## config.mk

```make
export PLATFORM = sky130hd
export DESIGN_NAME = ftg_top
export DESIGN_NICKNAME = d
export VERILOG_FILES = /design/src/rtl/ftg_pkg.sv /design/src/rtl/ftg_ctrl.sv /design/src/rtl/ftg_src_mux.sv /design/src/rtl/ftg_divider.sv /design/src/rtl/ftg_top.sv
export SDC_FILE = /design/constraint.sdc
export NUM_CORES = 1
export LEC_CHECK = 0
export ABC_AREA = 1
export BUFFER_PORTS_ARGS = -buffer_cell sky130_fd_sc_hd__buf_2
export CORE_UTILIZATION = 45
export CTS_BUF_LIST = sky130_fd_sc_hd__clkbuf_16
export CTS_CLUSTER_DIAMETER = 60
export CTS_CLUSTER_SIZE = 10
export DETAILED_ROUTE_END_ITERATION = 10
export HOLD_SLACK_MARGIN = 0.02
export PLACE_DENSITY = 0.7
export SLEW_MARGIN = 20
export SYNTH_ARGS = -nofsm -noshare
export SYNTH_HDL_FRONTEND = slang
export SYNTH_SLANG_ARGS = --single-unit
```

## constraint.sdc

```tcl
create_clock -name clk_i -period 0.98 [get_ports clk_i]
set_input_delay 0.049 -clock clk_i [delete_from_list [all_inputs] [get_ports clk_i]]
set_output_delay 0.049 -clock clk_i [all_outputs]
set_load 0.01 [all_outputs]
```

## src/rtl/ftg_pkg.sv

```systemverilog
package ftg_pkg;
  localparam int unsigned DIV_W   = 6;
  localparam int unsigned SEL_W   = 2;
  localparam int unsigned NUM_SRC = 3;

  typedef enum logic [SEL_W-1:0] {
    SRC_AUX  = 2'b00,
    SRC_MAIN = 2'b01,
    SRC_SUB  = 2'b10,
    SRC_SUB2 = 2'b11
  } src_sel_e;

  localparam int unsigned IDX_AUX  = 0;
  localparam int unsigned IDX_MAIN = 1;
  localparam int unsigned IDX_SUB  = 2;
endpackage

```

## src/rtl/ftg_ctrl.sv

```systemverilog
module ftg_ctrl
  import ftg_pkg::*;
#(
  parameter int unsigned DW = DIV_W,
  parameter int unsigned SW = SEL_W
) (
  input  logic          clk_i,
  input  logic          rst_ni,
  input  logic          busy_i,
  input  logic          puc_i,
  input  logic          emex_i,
  input  logic [SW-1:0] sel_i,
  input  logic [DW-1:0] div_i,
  output logic          run_o,
  output logic          clr_o,
  output logic [SW-1:0] sel_o,
  output logic [DW-1:0] div_o
);
  logic          busy_q;
  logic          run_q;
  logic [SW-1:0] sel_q;
  logic [DW-1:0] div_q;
  logic          stop;
  logic          start;

  assign stop  = puc_i | emex_i | ~busy_i;
  // start only on a busy edge; an aborted run waits for the next one
  assign start = busy_i & ~busy_q & ~puc_i & ~emex_i;

  always_ff @(posedge clk_i or negedge rst_ni) begin
    if (!rst_ni) begin
      busy_q <= 1'b0;
      run_q  <= 1'b0;
      sel_q  <= '0;
      div_q  <= '0;
    end else begin
      busy_q <= busy_i;
      if (stop) begin
        run_q <= 1'b0;
      end else if (start) begin
        run_q <= 1'b1;
        sel_q <= sel_i;
        div_q <= div_i;
      end
    end
  end

  assign run_o = run_q;
  assign clr_o = stop | ~run_q;
  assign sel_o = sel_q;
  assign div_o = div_q;
endmodule

```

## src/rtl/ftg_src_mux.sv

```systemverilog
module ftg_src_mux
  import ftg_pkg::*;
#(
  parameter int unsigned NS = NUM_SRC,
  parameter int unsigned SW = SEL_W
) (
  input  logic [NS-1:0] stb_i,
  input  logic [SW-1:0] sel_i,
  output logic          stb_o
);
  logic [NS-1:0] hit;

  for (genvar g = 0; g < NS; g++) begin : g_hit
    always_comb begin
      unique case (src_sel_e'(sel_i))
        SRC_AUX:           hit[g] = (g == IDX_AUX);
        SRC_MAIN:          hit[g] = (g == IDX_MAIN);
        SRC_SUB, SRC_SUB2: hit[g] = (g == IDX_SUB);
        default:           hit[g] = 1'b0;
      endcase
    end
  end

  assign stb_o = |(hit & stb_i);
endmodule

```

## src/rtl/ftg_divider.sv

```systemverilog
module ftg_divider #(
  parameter int unsigned DW = 6
) (
  input  logic          clk_i,
  input  logic          rst_ni,
  input  logic          clr_i,
  input  logic          stb_i,
  input  logic [DW-1:0] div_i,
  output logic          tick_o,
  output logic [DW-1:0] cnt_o
);
  logic [DW-1:0] cnt_q;
  logic          tick_q;
  logic          wrap;

  assign wrap = (cnt_q == div_i);

  always_ff @(posedge clk_i or negedge rst_ni) begin
    if (!rst_ni) begin
      cnt_q  <= '0;
      tick_q <= 1'b0;
    end else if (clr_i) begin
      cnt_q  <= '0;
      tick_q <= 1'b0;
    end else if (stb_i) begin
      cnt_q  <= wrap ? '0 : cnt_q + 1'b1;
      tick_q <= wrap;
    end else begin
      tick_q <= 1'b0;
    end
  end

  assign tick_o = tick_q;
  assign cnt_o  = cnt_q;
endmodule

```

## src/rtl/ftg_top.sv

```systemverilog
module ftg_top
  import ftg_pkg::*;
#(
  parameter int unsigned DW = DIV_W,
  parameter int unsigned SW = SEL_W
) (
  input  logic          clk_i,
  input  logic          rst_ni,
  input  logic          aux_stb_i,
  input  logic          main_stb_i,
  input  logic          sub_stb_i,
  input  logic [SW-1:0] src_sel_i,
  input  logic [DW-1:0] div_i,
  input  logic          busy_i,
  input  logic          puc_i,
  input  logic          emex_i,
  output logic          tick_o
);
  logic [NUM_SRC-1:0] stb_vec;
  logic               run;
  logic               clr;
  logic [SW-1:0]      sel_q;
  logic [DW-1:0]      div_q;
  logic               stb_sel;
  logic [DW-1:0]      cnt;

  assign stb_vec[IDX_AUX]  = aux_stb_i;
  assign stb_vec[IDX_MAIN] = main_stb_i;
  assign stb_vec[IDX_SUB]  = sub_stb_i;

  ftg_ctrl #(.DW(DW), .SW(SW)) u_ctrl (
    .clk_i (clk_i),
    .rst_ni(rst_ni),
    .busy_i(busy_i),
    .puc_i (puc_i),
    .emex_i(emex_i),
    .sel_i (src_sel_i),
    .div_i (div_i),
    .run_o (run),
    .clr_o (clr),
    .sel_o (sel_q),
    .div_o (div_q)
  );

  ftg_src_mux #(.NS(NUM_SRC), .SW(SW)) u_mux (
    .stb_i(stb_vec),
    .sel_i(sel_q),
    .stb_o(stb_sel)
  );

  ftg_divider #(.DW(DW)) u_div (
    .clk_i (clk_i),
    .rst_ni(rst_ni),
    .clr_i (clr),
    .stb_i (stb_sel),
    .div_i (div_q),
    .tick_o(tick_o),
    .cnt_o (cnt)
  );
endmodule

```

-- Yosys cells after proc, flatten, opt, wreduce, memory -nomap -nowiden
Cells that the tools add are included.
- register bits after elaboration: 17
- output and inout port bits: 1
- logic and storage cells: 43
- input bits: 16
- eq/ne operators: 4
- mux-type cells: 10
- bitwise gates (word level): 13
- add/sub/neg operators: 1
- reduce and logical (&&, ||, !) cells: 9
- operators by type and width (operator ; count):
    $mux 6 ; 3
    $reduce_or 3->1 ; 3
    $add 6x1->6 const B ; 1
    $eq 6x6->1 ; 1
    $not 1->1 ; 6
    $pmux 1 s2 ; 3
    $eq 2x2->1 const B ; 2
    $mux 1 ; 4
    $reduce_bool 2->1 ; 2
    $reduce_or 2->1 ; 2
    $and 1x1->1 ; 3
    $and 3x3->3 ; 1
    $or 1x1->1 ; 3
    $eq 2x1->1 const B ; 1
    $logic_not 2->1 ; 1
    $reduce_and 2->1 ; 1

-- Logic depth before layout (Yosys ltp)
- depth in word-level cells: 7
- depth in mapped cells: 8
- mapped depth without buffers: 8

-- Cells and area by module
From an unflattened synthesis, not the netlist that was laid out.
- cell total of the unflattened synthesis: 114
- area total of the unflattened synthesis: 920.9 um^2
- by module, submodules not included (module ; instances ; cells an instance ; area each (um^2)):
    ftg_divider ; 1 ; 68 ; 470.5
    ftg_ctrl ; 1 ; 40 ; 415.4
    ftg_src_mux ; 1 ; 6 ; 35.0

-- Worst setup path before layout
OpenSTA, ideal clock, no wires.
- path kind: register to register
- start point: reg u_div.cnt_q[0], in the netlist u_div.cnt_o[0]
- end point: reg u_div.cnt_q[4], in the netlist u_div.cnt_o[4]
- data arrival time: 968 ps
- period minus slack after synthesis: 1086 ps
- buffers on the path: 0
- required time: 862 ps
- path slack: -106 ps
- stages on the path, launching flop included: 7
- cell sequence: dfrtp_1 -> ha_1 -> nand2_1 -> nor2_1 -> xor2_1 -> nand4_1 -> nand2_1
- word-level cells in the longest chain between the ends: 4
- elaborated cells between the ends (all ways): 5
- ends and longest elaborated chain (item ; line ; text):
    start: declaration ; ftg_divider.sv:12 ; logic [DW-1:0] cnt_q;
    start signal: assignment ; ftg_divider.sv:26 ; cnt_q <= wrap ? '0 : cnt_q + 1'b1;
    $add 6x1->6 or $eq 6x6->1 (tied branches) ; ftg_divider.sv:26, ftg_divider.sv:16 ;
    $mux 6 * ; ftg_divider.sv:26 ;
    $mux 6 * ; ftg_divider.sv:25 ; end else if (stb_i) begin
    $mux 6 * ; ftg_divider.sv:22 ; end else if (clr_i) begin
Every way passes the cells marked *; elsewhere a longest branch is shown, timed or not. The select of a mux whose other input is x is not followed.
A chain may end at the register's enable or synchronous reset.

-- Worst setup path after layout
- start point: reg u_div.cnt_q[1], in the netlist u_div.cnt_o[1]
- end point: reg u_div.cnt_q[4], in the netlist u_div.cnt_o[4]
The elaborated chain is that of the path after synthesis.

==> metrics <==
status=finished with violations; failing checks=negative setup slack; clk_lat worst skew=250 ps; crit path capture type=register; startpoint types=register; CTS Root Cell=clkbuf_16; most frequent cells in the layout=nand2_1 (34), buf_4 (18), buf_2 (16); WL per Instance=11.6 um; total wire length=2120 um; width of the die=46.7 um; via count=890; Cell Rows=15; first-pass GRT wire length=3520 um; Core Area=1800 sq um; HP Class=primary input to register; FF+latch count, synth=17; Worst Path Buf+Inv=0; Syn-to-layout area delta=48.6%; syn nets=134; CTS Buffer Depth=2; crit path kind=register to register; Hold Vio Cnt, Final=0; mux share of post-synthesis cell area=0.0125; Clock transition at path regs=50 ps; post-route setup slack=-228 ps; Synth Area in Adders=0.0139; sequential area share after synthesis=0.472; DRC Markers=0; Worst Hold Slack=32.4 ps; Peak VDD IR=0.00113 V; Slowest cell on crit path=dfrtp_1; vias per inst=4.86; Arrival @ worst endpoint=1390 ps; starting density of the core=0.500; fin area=1340 sq um; pwr dens=1500 nW/um^2; YS warnings=0; Sink Count=17; fillers=145; Synth Area in Compound Gates=0.0389; vias in the first global route=883; Leakage=0.734 nW; # IOs=17; TNS Setup=-1220 ps; htree depth=1; commonest non-fill, non-tap cell in the layout=nand2_1; CTS tree=yes; Yosys cell types=19; dpl cells=175; die height=46.7 um; RSZ-0062 raised after global routing=yes; fmax=0.828 GHz; pin count of the biggest net entering global routing=18; Worst-Margin Slew=378 ps; IO Port Bufs=16; Detailed Routing Iterations Pass 1=4; fin cells=183; worst clock skew=2.22 ps; Final ANT Viol Nets=0; CP max stage delay=410 ps; ant diodes=0; First DRT Iteration DRCs=10; CP top delay family=flip-flops; simple logic cell fraction of the synthesized area=0.360; final setup vio count=7; worst path cell trace=ha_2 -> nand2_1 -> nor2_2 -> xor2_1 -> nand4_1 -> nand2_1; Remaining Overflow, GRT=0; fin. max-slew vios=0; CP required=1170 ps; Rel. slew slack=0.748; initial antenna violation count=0; max cap viols=0; pre-CTS setup slack=-248 ps; crit-path max FO=5; NumNets Final=176; Post-Synthesis Cells=117; final period utilization=1.23; Final GP Congestion=0.810; Placed Area=1150 sq um; Period minus WS final=1210 ps; cell area after synthesis=901 sq um; Mapped Avg Cell Area=7.70 sq um; layout cells sized above 1=0.411; Final Core Density=0.743; CTS Buf Count=3; detailed-placement wirelength estimate=1470 um; Overall Power=2.01 mW; total die area=2180 sq um; GRT Util Overall=0.235; r2r setup slk=-230 ps; most used cell, CP=nand2_1; largest family of logic cells by synthesized area=simple AND/OR/NAND/NOR gates; Synth Area in XOR/XNOR=0.0292
[sequential cells by signal, indices dropped and copies added (netlist names)]
signal and cells:
u_ctrl.busy_q 1, u_ctrl.div_o 6, u_ctrl.run_o 1, u_ctrl.sel_o 2, u_div.cnt_o 6, u_div.tick_o 1
[cells in the mapped netlist]
master / count / share of area
nor3_1: 1 / 0.0056
nand3_2: 1 / 0.011
xor2_1: 3 / 0.029
nor2_2: 3 / 0.021
nand2_1: 35 / 0.15
ha_1: 1 / 0.014
a21oi_1: 7 / 0.039
nor2_1: 15 / 0.062
nand4_1: 7 / 0.049
nand3b_2: 1 / 0.012
clkinv_2: 1 / 0.0056
inv_1: 13 / 0.054
nand3_1: 6 / 0.033
nand2_4: 1 / 0.012
or2_1: 1 / 0.0069
buf_2: 1 / 0.0056
inv_2: 2 / 0.0083
mux2_2: 1 / 0.012
dfrtp_1: 17 / 0.47
[path summary, 6_finish.rpt]
kind                                        startpoint                     endpoint  cells past startpoint
setup / recovery            u_div.cnt_o[1]$_DFFE_PN0P_   u_div.cnt_o[4]$_DFFE_PN0P_                      6
hold / removal                                div_i[1]  u_ctrl.div_o[1]$_DFFE_PN0P_                      2
setup reg to reg            u_div.cnt_o[1]$_DFFE_PN0P_   u_div.cnt_o[4]$_DFFE_PN0P_                      6
hold reg to reg            u_ctrl.div_o[1]$_DFFE_PN0P_  u_ctrl.div_o[1]$_DFFE_PN0P_                      1
max in group asynchronous                       rst_ni   u_div.cnt_o[2]$_DFFE_PN0P_                      2
min in group asynchronous                       rst_ni  u_ctrl.sel_o[1]$_DFFE_PN0P_                      2
[cell families after synthesis]
kind of cell / Yosys count
XOR/XNOR: 3
multiplexers: 1
AO/OA/AOI/OAI: 7
adder cells (fa/ha/maj): 1
buffers and inverters: 17
AND/OR/NAND/NOR: 71
flip-flops: 17
[final cells by class]
cell class              instances  area, sq um  area share
repair buffers                 38          258       0.193
flip-flops and latches         17          428       0.320
well taps                      25         31.3      0.0234
clock buffers                   3         75.1      0.0561
multi-input cells              83          480       0.359
clock inverters                 1         3.75     0.00280
inverters                      16         62.6      0.0467
[per-layer routing]
layer | global-route usage | vias to the layer above | part of all wire | wire, um
met4 | 0.0914 | 0 | 0.023 | 48
met2 | 0.428 | 16 | 0.53 | 1120
li1 | - | 453 | - | -
met1 | 0.252 | 414 | 0.41 | 877
met5 | 0 | - | 0 | 0
met3 | 0.0731 | 7 | 0.036 | 76
[what timing repair did]
item                                   in CTS  in global routing
hold buffers                                2                  0
setup buffers                               2                  0
pin swaps                                   4                  6
endpoints found under the hold margin      18                  0
gates resized for setup                     6                 18
setup endpoints to repair                  13                 14
[report_power, final]
group / switching (mW) / total, mW / internal [mW]
clock network: 0.253 / 0.794 / 0.541
logic: 0.199 / 0.400 / 0.201
registers: 0.0437 / 0.815 / 0.771
total: 0.496 / 2.01 / 1.51
Note: power is estimated with default switching activity, not from simulation.
